--- src/rtl/spmu_pkg.sv ---
package spmu_pkg;
  localparam int REG_W = 64;
  localparam int CAP_W = 5;

  // register bit positions (software-visible layout)
  localparam int B_EN   = 0;
  localparam int B_CLR  = 1;
  localparam int B_EXP  = 4;
  localparam int B_BLK  = 8;
  localparam int B_FRZ  = 9;
  localparam int B_HDBG = 10;
  localparam int B_TRC  = 11;

  // capability vector positions
  localparam int C_EXP  = 0;
  localparam int C_BLK  = 1;
  localparam int C_FRZ  = 2;
  localparam int C_HDBG = 3;
  localparam int C_TRC  = 4;

  typedef struct packed {
    logic trc;
    logic hdbg;
    logic frz;
    logic exp_en;
    logic en;
  } ctrl_t;
endpackage

--- src/rtl/spmu_ctrl_reg.sv ---
module spmu_ctrl_reg
  import spmu_pkg::*;
#(
  parameter int SEL_W   = 4,
  parameter int UNIT_ID = 0
) (
  input  logic             clk,
  input  logic             rst,
  input  logic [SEL_W-1:0] reg_sel,
  input  logic             reg_wr,
  input  logic [REG_W-1:0] reg_wdata,
  input  logic [CAP_W-1:0] cap_mask,
  input  logic             unit_blocked,
  output ctrl_t            ctrl_eff,
  output logic             cnt_clr,
  output logic [REG_W-1:0] reg_rdata
);
  localparam logic [SEL_W-1:0] MY_SEL = SEL_W'(UNIT_ID);

  logic  hit;
  logic  wr_hit;
  ctrl_t st_q;

  assign hit    = (reg_sel == MY_SEL);
  assign wr_hit = reg_wr & hit;

  // optional bits keep their old value when their capability is absent
  always_ff @(posedge clk) begin
    if (rst) begin
      st_q <= '0;
    end else if (wr_hit) begin
      st_q.en <= reg_wdata[B_EN];
      if (cap_mask[C_EXP])  st_q.exp_en <= reg_wdata[B_EXP];
      if (cap_mask[C_FRZ])  st_q.frz    <= reg_wdata[B_FRZ];
      if (cap_mask[C_HDBG]) st_q.hdbg   <= reg_wdata[B_HDBG];
      if (cap_mask[C_TRC])  st_q.trc    <= reg_wdata[B_TRC];
    end
  end

  assign ctrl_eff = st_q & {cap_mask[C_TRC], cap_mask[C_HDBG],
                            cap_mask[C_FRZ], cap_mask[C_EXP], 1'b1};
  assign cnt_clr  = wr_hit & reg_wdata[B_CLR];

  always_ff @(posedge clk) begin
    if (rst) begin
      reg_rdata <= '0;
    end else begin
      reg_rdata <= '0;
      if (hit) begin
        reg_rdata[B_EN]   <= ctrl_eff.en;
        reg_rdata[B_EXP]  <= ctrl_eff.exp_en;
        reg_rdata[B_BLK]  <= cap_mask[C_BLK] & unit_blocked;
        reg_rdata[B_FRZ]  <= ctrl_eff.frz;
        reg_rdata[B_HDBG] <= ctrl_eff.hdbg;
        reg_rdata[B_TRC]  <= ctrl_eff.trc;
      end
    end
  end

  logic unused_wdata;
  assign unused_wdata = ^{reg_wdata[REG_W-1:12], reg_wdata[8:5], reg_wdata[3:2]};
endmodule

--- src/rtl/spmu_counter_bank.sv ---
module spmu_counter_bank #(
  parameter int NUM_CNT = 4,
  parameter int CNT_W   = 32
) (
  input  logic                     clk,
  input  logic                     rst,
  input  logic                     count_en,
  input  logic                     freeze_en,
  input  logic                     cnt_clr,
  input  logic [NUM_CNT-1:0]       evt_inc,
  input  logic [NUM_CNT-1:0]       ovf_clr,
  output logic [NUM_CNT*CNT_W-1:0] cnt_val,
  output logic [NUM_CNT-1:0]       ovf_flags
);
  logic frozen;
  assign frozen = freeze_en & (|ovf_flags);

  for (genvar i = 0; i < NUM_CNT; i++) begin : g_cnt
    logic [CNT_W-1:0] c_q;
    logic             f_q;
    logic             step;
    logic             wrap;

    assign step = evt_inc[i] & count_en & ~frozen;
    assign wrap = step & ~cnt_clr & (c_q == {CNT_W{1'b1}});

    always_ff @(posedge clk) begin
      if (rst || cnt_clr) c_q <= '0;
      else if (step)      c_q <= c_q + 1'b1;
    end

    always_ff @(posedge clk) begin
      if (rst)             f_q <= 1'b0;
      else if (wrap)       f_q <= 1'b1;
      else if (ovf_clr[i]) f_q <= 1'b0;
    end

    assign cnt_val[i*CNT_W +: CNT_W] = c_q;
    assign ovf_flags[i]              = f_q;
  end
endmodule

--- src/rtl/spmu_ctrl_top.sv ---
module spmu_ctrl_top
  import spmu_pkg::*;
#(
  parameter int NUM_CNT = 4,
  parameter int CNT_W   = 32,
  parameter int SEL_W   = 4,
  parameter int UNIT_ID = 0
) (
  input  logic                     clk,
  input  logic                     rst,
  input  logic [SEL_W-1:0]         reg_sel,
  input  logic                     reg_wr,
  input  logic [63:0]              reg_wdata,
  output logic [63:0]              reg_rdata,
  input  logic [4:0]               cap_mask,
  input  logic                     unit_blocked,
  input  logic [NUM_CNT-1:0]       evt_inc,
  input  logic [NUM_CNT-1:0]       ovf_clr,
  output logic [NUM_CNT*CNT_W-1:0] cnt_val,
  output logic [NUM_CNT-1:0]       ovf_flags,
  output logic                     ovf_irq
);
  ctrl_t ctrl_eff;
  logic  cnt_clr;

  spmu_ctrl_reg #(.SEL_W(SEL_W), .UNIT_ID(UNIT_ID)) u_reg (
    .clk(clk), .rst(rst), .reg_sel(reg_sel), .reg_wr(reg_wr),
    .reg_wdata(reg_wdata), .cap_mask(cap_mask), .unit_blocked(unit_blocked),
    .ctrl_eff(ctrl_eff), .cnt_clr(cnt_clr), .reg_rdata(reg_rdata)
  );

  spmu_counter_bank #(.NUM_CNT(NUM_CNT), .CNT_W(CNT_W)) u_bank (
    .clk(clk), .rst(rst), .count_en(ctrl_eff.en), .freeze_en(ctrl_eff.frz),
    .cnt_clr(cnt_clr), .evt_inc(evt_inc), .ovf_clr(ovf_clr),
    .cnt_val(cnt_val), .ovf_flags(ovf_flags)
  );

  always_ff @(posedge clk) begin
    if (rst) ovf_irq <= 1'b0;
    else     ovf_irq <= ctrl_eff.en & (|ovf_flags);
  end

  logic unused_ctrl;
  assign unused_ctrl = ^{ctrl_eff.trc, ctrl_eff.hdbg, ctrl_eff.exp_en};
endmodule

--- config.mk ---
export PLATFORM = sky130hd
export DESIGN_NAME = spmu_ctrl_top
export DESIGN_NICKNAME = d
export VERILOG_FILES = /design/src/rtl/spmu_pkg.sv /design/src/rtl/spmu_ctrl_reg.sv /design/src/rtl/spmu_counter_bank.sv /design/src/rtl/spmu_ctrl_top.sv
export SDC_FILE = /design/constraint.sdc
export NUM_CORES = 1
export LEC_CHECK = 0
export BUFFER_PORTS_ARGS = -buffer_cell sky130_fd_sc_hd__clkbuf_2
export CAP_MARGIN = 5
export CORE_MARGIN = 1
export CORE_UTILIZATION = 30
export DETAILED_ROUTE_END_ITERATION = 6
export PLACE_DENSITY = 0.64
export SLEW_MARGIN = 20
export SYNTH_ARGS = -nofsm -noshare
export SYNTH_HDL_FRONTEND = slang
export SYNTH_SLANG_ARGS = --single-unit
--- constraint.sdc ---
create_clock -name clk -period 2.2 [get_ports clk]
set_input_delay 0.22 -clock clk [delete_from_list [all_inputs] [get_ports clk]]
set_output_delay 0.22 -clock clk [all_outputs]
set_load 0.05 [all_outputs]
Word level (Yosys, flattened, before mapping). Index checks and enable logic that the tools add are counted.

Bits in registers: 202. Input bits: 85. Output and inout bits: 197. Logic and storage cells: 69.

Add/sub/neg operators: 4. Equal/unequal tests: 4. Multiplexer cells: 8. Bitwise gates (word level): 25. Reductions and logical operators: 12.

Operator list (number): 32-bit by 1-bit adder with 32-bit output (second input constant) (4); 32-bit == test (second input constant) (4); 1-bit AND (21); 1-bit two-way mux (8); 2-bit AND reduction (4); 2-bit nonzero test (4); 5-bit AND (1); 4-bit logical NOT (1); 4-bit OR reduction (1); 1-bit inverter (3); 2-bit OR reduction (1); 1-bit logical OR (1).

Longest topological paths before layout. Gate-level depths: netlist (run 1).

Depth after elaboration: 7. Depth in mapped cells: 8. Depth with buffers taken out: 6.

Modules after synthesis. Synthesis (run 1) repeated with hierarchy kept, for this count alone.

Cells, all modules: 858. Area total of the unflattened synthesis: 7234.4 µm².

Modules (own cells, without submodules): spmu_counter_bank (times used 1, cells an instance 748, area an instance 6283.5 µm², seq. area each 2642.5 µm²); spmu_ctrl_reg (times used 1, cells an instance 107, area an instance 917.1 µm², seq. area each 220.2 µm²); spmu_ctrl_top (times used 1, cells an instance 3, area an instance 33.8 µm², seq. area each 20.0 µm²).

Worst setup path before layout (run 1). OpenSTA, ideal clock, no wires.

Kind: reg-to-reg. Start point: reg u_bank.g_cnt[3].c_q[0]. End point: reg u_bank.g_cnt[3].c_q[30]. Library setup time: 115 ps. Arrival time: 2652 ps. Data required time: 2085 ps. Path slack: -567 ps. Stages on the path, launching flop included: 8. Clock period less this slack: 2767 ps. Path through: dfxtp_1 > ha_1 > nand2_1 > or4_1 > clkbuf_1 > or4_1 > o31a_1 > o21a_1.

Cells in the longest elaborated chain, start to end: 1.

RTL lines: start, declared (line spmu_counter_bank.sv:19) `logic [CNT_W-1:0] c_q;`; start signal, assigned (line spmu_counter_bank.sv:29) `else if (step) c_q <= c_q + 1'b1;`; 32-bit by 1-bit adder with 32-bit output (line spmu_counter_bank.sv:29).

Every way passes these cells. A chain may end at the register's enable or synchronous reset.

Worst setup path in the final report (run 1).
Start point: reg u_bank.g_cnt[0].f_q. End point: reg u_bank.g_cnt[2].c_q[28].

Cells in the longest elaborated chain, start to end: 4.

RTL lines: start, declared (line spmu_counter_bank.sv:20) `logic f_q;`; start signal, assigned (line spmu_counter_bank.sv:33) `if (rst) f_q <= 1'b0;`; start signal, assigned (line spmu_counter_bank.sv:34) `else if (wrap) f_q <= 1'b1;`; start signal, assigned (line spmu_counter_bank.sv:35) `else if (ovf_clr[i]) f_q <= 1'b0;`; 4-bit OR reduction (line spmu_counter_bank.sv:16) `assign frozen = freeze_en & (|ovf_flags);`; 1-bit AND (line spmu_counter_bank.sv:16); 1-bit inverter (line spmu_counter_bank.sv:24) `assign step = evt_inc[i] & count_en & ~frozen;`; 1-bit AND (line spmu_counter_bank.sv:24); end signal, assigned (line spmu_counter_bank.sv:29); end, declared (line spmu_counter_bank.sv:19).

Every way passes these cells.

==> results.sh, run 1 <==
export IMPL_io_buffers=165
export IMPL_worstPathArrival_ps=2540
export IMPL_synth_edff_count=0
export IMPL_fin_crit_sh_pct=99.6
export IMPL_clk_latency_ps=420
export IMPL_ys_ff_latch=144
export IMPL_drtPass1Iterations=5
export IMPL_clk_pin_slew_ps=70
export IMPL_cp_required_ps=2550
export IMPL_mostFrequentLayoutCell="clkbuf_2"
export IMPL_finalCriticalPeriod_ps=2190
export IMPL_numCtsBuffers=17
export IMPL_worstHoldPathType="input pin to register"
export IMPL_slew_viol_final=0
export IMPL_synth_area_per_cell_sq_um=8.39
export IMPL_nNetsFinal=1140
export IMPL_p_seq_share_pct=41.4
export IMPL_area_growth_pct=31.3
export IMPL_final_antenna_net_count=0
export IMPL_fp_coreArea_sq_mm=0.0228
export IMPL_gp_congestion=0.805
export IMPL_htreeDepth=4
export IMPL_dieHeight_microns=155
export IMPL_status="finished clean"
export IMPL_dieWidth_microns=155
export IMPL_path_max_fanout=7
export IMPL_swShare_pct=25.0
export IMPL_ios=282
export IMPL_p_leak_nw=3.63
export IMPL_r2r_start="u_bank.g_cnt[0].f_q$_SDFFE_PP0P_"
export IMPL_setup_viol=0
export IMPL_p_total_mw=6.27
export IMPL_viasPerCell=4.73
export IMPL_grt_usage_pct=16.0
export IMPL_drtIter0Drc=262
export IMPL_holdCritStartpoint="unit_blocked"
export IMPL_ys_warn_count=0
export IMPL_pwr_share_clk_pct=53.2
export IMPL_relSlewSlack_pct=44.1
export IMPL_cts_tree="yes"
export IMPL_worst_pin_slew_ps=839
export IMPL_drive_gt1_share_pct=30.1
export IMPL_synth_distinct_cells=53
export IMPL_cts_root_buf="clkbuf_16"
export IMPL_postSynthCellCount=839
export IMPL_drc=0
export IMPL_row_count=55
export IMPL_slowest_delay_ps=630
export IMPL_ir_drop_uv=438
export IMPL_wl_per_cell_microns=14.2
export IMPL_hold_viol=0
export IMPL_path_delay_family="simple AND/OR/NAND/NOR gates"
export IMPL_async_flop_share_pct=0
export IMPL_pwr_share_comb_pct=5.4
export IMPL_n_fill_cell=2308
export IMPL_cts_buffer_depth=2
export IMPL_grt_max_degree=70
export IMPL_cp_end_kind="register"
export IMPL_power_switching_mw=1.57
export IMPL_cts_sinks=144
export IMPL_critPathLaunch="u_bank.g_cnt[0].f_q$_SDFFE_PP0P_"
export IMPL_dp_hpwl_microns=14000
export IMPL_antenna_found_initial=2
export IMPL_vias=6513
export IMPL_fmaxAchievable_mhz=456
export IMPL_routed_wl_microns=19500
export IMPL_grt_setup_unrepaired="yes"
export IMPL_grt_pass1_vias=5823
export IMPL_critPathLaunchType="register"
export IMPL_synthesis_area_sq_mm=0.00704
export IMPL_die_area_sq_mm=0.0241
export IMPL_layout_common_cells="clkbuf_2 (165), nor2_1 (112), dfxtp_1 (112), nand2_1 (66), conb_1 (58)"
export IMPL_grt_pass1_wl_microns=30400
export IMPL_finalClockSkew_ps=10.0
export IMPL_crit_path_cell_trace="or4_4 > buf_6 > a211oi_4 > nand4_4 > or3_1 > a21oi_1"
export IMPL_p_per_area_mw_per_mm2=679
export IMPL_initial_utilization_pct=30.8
export IMPL_slowest_stage="or4_4"
export IMPL_drv_cap=0
export IMPL_synth_top_flop_cell="dfxtp_1"
export IMPL_synth_seq_area_share_pct=41.0
export IMPL_intPower_mw=4.71
export IMPL_overflow=0
export IMPL_finalSetupTns_ps=0
export IMPL_path_buf_inv=1
export IMPL_critical_path_class="register to register"
worst reg2reg max path: stages (launching register included):
cell	delay, ps
dfxtp_2	340
or4_4	630
buf_6	170
a211oi_4	300
nand4_4	180
or3_1	380
a21oi_1	120
cell usage after synthesis, drive strengths merged (3+ instances only):
cell | instances | share of area, %
xnor2 | 46 | 5.7
and4 | 10 | 1.2
nor3 | 22 | 1.6
inv | 14 | 0.75
o21ai | 34 | 2.4
and2 | 5 | 0.44
or3 | 35 | 3.1
a211oi | 4 | 0.68
nor4 | 20 | 2.0
ha | 4 | 0.71
buf | 66 | 6.9
dfxtp | 144 | 41
or4 | 6 | 0.69
nand2 | 68 | 3.7
and3 | 18 | 1.6
mux2i | 8 | 1.1
xor2 | 40 | 5.0
clkbuf | 23 | 1.2
nand4 | 41 | 3.9
or2 | 5 | 0.44
nand3 | 48 | 3.5
o31ai | 3 | 0.32
nor2 | 112 | 6.0
a21oi | 37 | 2.6
stage by stage:
step	instances	util [%]	area [sq um]	setup slack [ps]	hold WS, ps
final	1378	40.4	9240	8.99	27.4
after CTS	1374	40.0	9140	11.4	2.63
after global placement	1342	37.1	8470	48.7	454
after detailed placement	1342	37.1	8470	26.7	450
after global routing	1377	40.4	9240	-61.9	34.0
after floorplan	896	-	7360	-85.3	364
layout make-up:
| type | instances | area (sq um) | share of cell area, % |
|---|---|---|---|
| antenna | 1 | 2.50 | 0.0271 |
| clock buffer | 18 | 439 | 4.75 |
| clock inverter | 14 | 225 | 2.44 |
| inverter | 14 | 52.6 | 0.569 |
| multi-input combinational | 650 | 3850 | 41.7 |
| sequential | 144 | 2950 | 31.9 |
| tap | 313 | 392 | 4.24 |
| timing repair buffer | 224 | 1330 | 14.4 |
state kept, by name, summed over array words and instances, names as in the netlist:
signal	count
ovf_irq	1
u_bank.g_cnt.c_q	128
u_bank.g_cnt.f_q	4
u_reg.reg_rdata	6
u_reg.st_q	5
timing repair:
| action | in CTS | in global routing |
|---|---|---|
| resized for setup | 0 | 17 |
| hold buffers | 0 | 0 |
| setup endpoints to repair | 0 | 17 |
| buffers inserted | 0 | 2 |
path summary, 6_finish.rpt:
| check | end | slack, ps | cells past startpoint |
|---|---|---|---|
| worst min register to register | u_reg.reg_rdata[10]$_SDFF_PP0_ | 470 | 1 |
| worst min-delay path | u_reg.reg_rdata[8]$_SDFF_PP0_ | 30 | 2 |
| worst max-delay path | u_bank.g_cnt[2].c_q[28]$_SDFFE_PP0P_ | 9 | 6 |
| worst max register to register | u_bank.g_cnt[2].c_q[28]$_SDFFE_PP0P_ | 9 | 6 |
power groups by stage:
stage	combinational, mW	sequential (mW)	clock, mW
6_report	0.339	2.60	3.34
5_1_grt	0.357	2.59	3.54
4_1_cts	0.339	2.60	3.43
3_5_place_dp	0.339	2.66	0
3_3_place_gp	0.339	2.66	0
2_1_floorplan	0.343	2.66	0
metal layers:
layer	share of wire, %	up-vias	routed length [microns]	GRT usage (%)
li1	-	3249	-	-
met4	1.9	2	369	6.60
met5	0.056	-	11	0
met3	5.2	25	1020	3.93
met1	48	3067	9400	21.0
met2	45	170	8730	25.2
cells by family after synthesis:
logic type | after synthesis | share of synthesized area (%)
compound gates | 91 | 8.13
xor+xnor | 86 | 10.7
fa+ha+maj | 4 | 0.711
buf+inv | 103 | 8.89
flops | 144 | 41.0
mux | 8 | 1.14
other cells | 1 | 0.0533
simple gates | 402 | 29.4
(Power assumes the default switching activity.)
==> run 2: changes to the inputs <==
--- a/config.mk
+++ b/config.mk
@@ -6,7 +6,6 @@
 export NUM_CORES = 1
 export LEC_CHECK = 0
 export BUFFER_PORTS_ARGS = -buffer_cell sky130_fd_sc_hd__clkbuf_2
-export CAP_MARGIN = 5
 export CORE_MARGIN = 1
 export CORE_UTILIZATION = 30
 export DETAILED_ROUTE_END_ITERATION = 6
@@ -14,4 +13,5 @@
 export SLEW_MARGIN = 20
 export SYNTH_ARGS = -nofsm -noshare
 export SYNTH_HDL_FRONTEND = slang
+export SYNTH_HIERARCHICAL = 1
 export SYNTH_SLANG_ARGS = --single-unit
==> run 2 against run 1 <==
Net effect: combinational power hardly changed; wire length is 2.8% lower; clock power decreased by 9.3%; non-clock buffer count fell by 18; register-to-register slack gained 140 ps; largest power group unchanged; sequential power about the same; sequential share of layout area shrank 0.091 points; area after synthesis grew 2.8%.
==> results.sh, run 2 <==
export IMPL_die_area_sq_mm=0.0247
export IMPL_setup_viol=0
export IMPL_p_leak_nw=3.52
export IMPL_routed_wl_microns=19000
export IMPL_viasPerCell=4.74
export IMPL_fin_crit_sh_pct=93.1
export IMPL_synth_most_common_cell="dfxtp_1"
export IMPL_worstPathArrival_ps=2400
export IMPL_clk_latency_ps=420
export IMPL_postSynthCellCount=858
export IMPL_dp_hpwl_microns=13700
export IMPL_critical_path_class="register to register"
export IMPL_clk_pin_slew_ps=60
export IMPL_path_max_fanout=5
export IMPL_n_fill_cell=2429
export IMPL_synth_area_per_cell_sq_um=8.43
export IMPL_async_flop_share_pct=0
export IMPL_place_area_sq_mm=0.00836
export IMPL_cts_buffer_depth=2
export IMPL_status="finished clean"
export IMPL_synth_top_flop_cell="dfxtp_1"
export IMPL_drc=0
export IMPL_hold_viol=0
export IMPL_layout_common_cells="clkbuf_2 (165), dfxtp_1 (135), nor2_1 (126), xnor2_1 (72), nand2_1 (59)"
export IMPL_mostFrequentLayoutCell="clkbuf_2"
export IMPL_ys_warn_count=6
export IMPL_pre_cts_ws_ps=65.6
export IMPL_fmaxAchievable_mhz=488
export IMPL_drtIter0Drc=416
export IMPL_grt_pass1_vias=5887
export IMPL_ios=282
export IMPL_row_count=56
export IMPL_nNetsFinal=1133
export IMPL_fin_area_sq_mm=0.00910
export IMPL_initial_utilization_pct=30.7
export IMPL_synth_top_area_share_pct=39.8
export IMPL_grtUsageMet3_pct=3.55
export IMPL_drv_cap=0
export IMPL_setup_slack_ps=152
export IMPL_final_util_pct=38.6
export IMPL_dieHeight_microns=157
export IMPL_synth_edff_count=0
export IMPL_final_cells=1376
export IMPL_largest_register_ffs=128
export IMPL_synth_area_leader_cell="dfxtp_1"
export IMPL_multiInputGateArea_sq_mm=0.00394
export IMPL_synth_distinct_cells=49
export IMPL_htreeDepth=4
export IMPL_grt_setup_unrepaired="yes"
export IMPL_area_growth_pct=25.8
export IMPL_cts_sinks=144
export IMPL_grt_usage_pct=15.4
export IMPL_ir_drop_uv=492
export IMPL_wl_per_cell_microns=13.8
export IMPL_grt_pass1_wl_microns=30300
export IMPL_io_buffers=165
export IMPL_fp_coreArea_sq_mm=0.0235
export IMPL_vias=6519
export IMPL_slew_viol_final=0
export IMPL_gp_congestion=0.829
export IMPL_overflow=0
export IMPL_antenna_found_initial=0
export IMPL_finalCriticalPeriod_ps=2050
export IMPL_dp_cells=1340
export IMPL_finalSetupTns_ps=0
export IMPL_cts_root_buf="clkbuf_16"
export IMPL_critPathLaunchType="register"
export IMPL_numCtsBuffers=17
export IMPL_antennaDiodeCount=0
export IMPL_top_usage_layer="met2"
export IMPL_drive_gt1_share_pct=26.5
export IMPL_final_antenna_net_count=0
export IMPL_r2r_slack_ps=150
export IMPL_grt_use_met2_pct=23.9
export IMPL_top_regs="u_bank/g_cnt.c_q (128), u_reg/reg_rdata (6), u_reg/st_q (5)"
export IMPL_synth_seq_area_share_pct=39.8
export IMPL_ys_ff_latch=144
export IMPL_drtPass1Iterations=5
export IMPL_worstHoldPathType="input pin to register"
export IMPL_cts_tree="yes"
export IMPL_cp_end_kind="register"
export IMPL_regArea_sq_mm=0.00289
export IMPL_dieWidth_microns=157
export IMPL_use_met1_pct=20.8
export IMPL_cp_required_ps=2550
export IMPL_netlist_top_cells_area="dfxtp_1 (40%), xnor2_1 (8.7%), buf_4 (6.6%)"
export IMPL_synth_commonest_cells="dfxtp_1 (144), nor2_1 (126), xnor2_1 (72)"
export IMPL_grt_max_degree=49
export IMPL_p_per_area_mw_per_mm2=657
export IMPL_finalClockSkew_ps=11.0
export IMPL_synthesis_area_sq_mm=0.00723
export IMPL_top_register="u_bank/g_cnt.c_q"
run 2: per-layer routing:
| metal | share of wire (%) | up-vias |
|---|---|---|
| li1 | - | 3247 |
| met1 | 47 | 3057 |
| met2 | 45 | 194 |
| met3 | 5.6 | 21 |
| met4 | 1.6 | 0 |
| met5 | 0 | - |
run 2: cells by family (layout without fill, tap and decap cells):
family	Yosys count	in the layout	synth area share (%)
other	1	58	0.0518
DFF	144	144	39.8
adders and majority gates	4	4	0.692
AOI/OAI and AO/OA	52	52	4.62
xor gates and xnor gates	102	102	12.3
and+or+nand+nor	435	435	32.3
buffers and inverters	117	259	9.72
muxes	3	3	0.415
run 2: worst max-delay path, cell delays in order (launching register included):
cell     delay, ps
dfxtp_2        360
o41ai_4        430
buf_6          190
nand4_4        100
or4_4          460
or3_1          310
a21oi_1        130
run 2: area by class of cell:
type / instances / share of cell area, %
timing repair buffer: 206 / 12.9
sequential: 144 / 31.8
clock inverter: 13 / 1.75
tap: 319 / 4.39
inverter: 21 / 0.866
multi-input combinational: 654 / 43.3
clock buffer: 19 / 4.98
run 2: through the flow:
step	hold WS (ps)	power, mW
finish	31.0	5.98
global route	24.4	6.21
CTS	3.13	6.06
detailed placement	440	3.01
global placement	429	3.01
floorplan	296	3.02
run 2: power by group:
part | total, mW | switching, mW | internal (mW)
Clock | 3.03 | 1.18 | 1.85
Sequential | 2.61 | 0.00176 | 2.61
Combinational | 0.342 | 0.302 | 0.0394
Total | 5.98 | 1.48 | 4.49
run 2: worst paths after layout:
path | cells after the start | end | start
worst min register to register | 2 | u_bank/g_cnt[1].c_q[1]$_SDFFE_PP0P_ | u_bank/g_cnt[1].c_q[1]$_SDFFE_PP0P_
worst max register to register | 6 | u_bank/g_cnt[1].c_q[30]$_SDFFE_PP0P_ | u_bank/g_cnt[0].f_q$_SDFFE_PP0P_
worst min-delay path | 3 | u_reg/reg_rdata[8]$_SDFF_PP0_ | cap_mask[1]
worst max-delay path | 6 | u_bank/g_cnt[1].c_q[30]$_SDFFE_PP0P_ | u_bank/g_cnt[0].f_q$_SDFFE_PP0P_
run 2: timing repair:
item                                    4_1_cts  5_1_grt
hold endpoints to repair                      1        0
endpoints found under the setup margin        0       16
buffers inserted                              0        3
resized for setup                             0       15
hold buffers                                  1        0
==> run 3: changes to the inputs <==
--- a/config.mk
+++ b/config.mk
@@ -8,6 +8,7 @@
 export BUFFER_PORTS_ARGS = -buffer_cell sky130_fd_sc_hd__clkbuf_2
 export CORE_MARGIN = 1
 export CORE_UTILIZATION = 30
+export CTS_BUF_LIST = sky130_fd_sc_hd__clkbuf_4
 export DETAILED_ROUTE_END_ITERATION = 6
 export PLACE_DENSITY = 0.64
 export SLEW_MARGIN = 20
==> run 3 against run 2 <==
Net effect: sequential power barely moved; die area did not move; wire length fell by 0.32%; flip-flop and latch count did not move; final cell count is 0.94% higher; final area down 2.6%; clock power fell by 40%; count of clock-buffer cells in the layout fell by 2; critical path type unchanged; highest routed layer unchanged.
==> results.sh, run 3 (synthesized netlist as in run 2, its figures left out) <==
export IMPL_setup_slack_ps=127
export IMPL_routed_wl_microns=18900
export IMPL_largest_register_ffs=128
export IMPL_fin_crit_sh_pct=94.2
export IMPL_pre_cts_ws_ps=65.6
export IMPL_dieHeight_microns=157
export IMPL_grt_usage_pct=15.5
export IMPL_cts_root_buf="clkbuf_4"
export IMPL_place_area_sq_mm=0.00836
export IMPL_drc=0
export IMPL_p_leak_nw=3.41
export IMPL_viasPerCell=4.72
export IMPL_fin_area_sq_mm=0.00886
export IMPL_nNetsFinal=1145
export IMPL_hold_viol=0
export IMPL_drtIter0Drc=396
export IMPL_vias=6557
export IMPL_gp_congestion=0.829
export IMPL_die_area_sq_mm=0.0247
export IMPL_setup_viol=0
export IMPL_fp_coreArea_sq_mm=0.0235
export IMPL_numCtsBuffers=17
export IMPL_status="finished clean"
export IMPL_wl_per_cell_microns=13.6
export IMPL_drv_cap=0
export IMPL_grt_setup_unrepaired="yes"
export IMPL_drtPass1Iterations=5
export IMPL_hold_slack_ps=70.3
export IMPL_htreeDepth=4
export IMPL_cts_buffer_depth=2
export IMPL_overflow=0
export IMPL_finalClockSkew_ps=26.4
export IMPL_io_buffers=165
export IMPL_dp_hpwl_microns=13700
export IMPL_ir_drop_uv=279
export IMPL_initial_utilization_pct=30.7
export IMPL_path_max_fanout=5
export IMPL_clk_pin_slew_ps=120
export IMPL_rr_worst_depth=6
export IMPL_mostFrequentLayoutCell="clkbuf_2"
export IMPL_drive_gt1_share_pct=25.4
export IMPL_area_growth_pct=22.4
export IMPL_top_regs="u_bank/g_cnt.c_q (128), u_reg/reg_rdata (6), u_reg/st_q (5)"
export IMPL_grt_pass1_vias=5950
export IMPL_grt_max_degree=49
export IMPL_p_total_mw=4.78
export IMPL_grt_pass1_wl_microns=30500
export IMPL_p_per_area_mw_per_mm2=540
export IMPL_row_count=56
export IMPL_worstHoldPathType="input pin to register"
export IMPL_cp_required_ps=2680
export IMPL_fmaxAchievable_mhz=482
export IMPL_antenna_found_initial=0
export IMPL_cts_tree="yes"
export IMPL_dieWidth_microns=157
export IMPL_clk_latency_ps=550
export IMPL_finalCriticalPeriod_ps=2070
export IMPL_worstPathArrival_ps=2550
export IMPL_cp_end_kind="register"
export IMPL_slew_viol_final=0
export IMPL_final_util_pct=37.6
export IMPL_layout_common_cells="clkbuf_2 (165), dfxtp_1 (135), nor2_1 (126), xnor2_1 (72), nand2_1 (59)"
export IMPL_ios=282
export IMPL_whs_path_depth=3
export IMPL_final_antenna_net_count=0
export IMPL_cts_sinks=144
export IMPL_critPathLaunchType="register"
export IMPL_top_register="u_bank/g_cnt.c_q"
export IMPL_critical_path_class="register to register"
==> run 3: cell type report <==
| cell class | instances | area (sq um) |
|---|---|---|
| Fill cell | 2458 | 14700 |
| Multi-Input combinational cell | 654 | 3900 |
| Sequential cell | 144 | 2900 |
| Timing Repair Buffer | 218 | 1290 |
| Tap cell | 319 | 399 |
| Clock inverter | 15 | 166 |
| Clock buffer | 17 | 128 |
| Inverter | 21 | 78.8 |
| Antenna cell | 1 | 2.50 |
==> run 3: path summary, 6_finish.rpt <==
check / startpoint / to / slack [ps]
worst max register to register: u_bank/g_cnt[0].f_q$_SDFFE_PP0P_ / u_bank/g_cnt[1].c_q[30]$_SDFFE_PP0P_ / 130
worst max-delay path: u_bank/g_cnt[0].f_q$_SDFFE_PP0P_ / u_bank/g_cnt[1].c_q[30]$_SDFFE_PP0P_ / 130
worst min register to register: u_bank/g_cnt[1].c_q[1]$_SDFFE_PP0P_ / u_bank/g_cnt[1].c_q[1]$_SDFFE_PP0P_ / 510
worst min-delay path: reg_wdata[10] / u_reg/st_q[3]$_SDFFE_PP0P_ / 70
==> run 3: critical path: stages (launching register included) <==
cell     delay [ps]
dfxtp_4         390
o41ai_4         430
buf_6           190
nand4_4         100
or4_4           460
or3_1           320
a21oi_1         130
==> run 3: metrics by stage <==
step | std cells | TNS, ps
floorplan | 915 | 0
global placement | 1340 | 0
detailed placement | 1340 | 0
CTS | 1386 | 0
global route | 1388 | -20.2
finish | 1389 | 0
==> run 3: repair_timing <==
item	in CTS	in global routing
endpoints found under the hold margin	14	0
hold buffers	14	0
buffers inserted	0	2
setup endpoints to repair	0	19
resized for setup	0	10
==> run 3: metal layers <==
layer  routed length (microns)  share of wire, %  global-route usage, %
met1                      8950                47                   20.8
met2                      8560                45                   24.0
met3                      1110               5.9                   4.16
met4                       293               1.5                   5.27
met5                         0                 0                      0
==> run 3: power by group <==
| group | internal, mW | switching, mW | total (mW) |
|---|---|---|---|
| registers | 2.61 | 0.00172 | 2.61 |
| clock network | 0.779 | 1.03 | 1.81 |
| logic | 0.0534 | 0.306 | 0.360 |
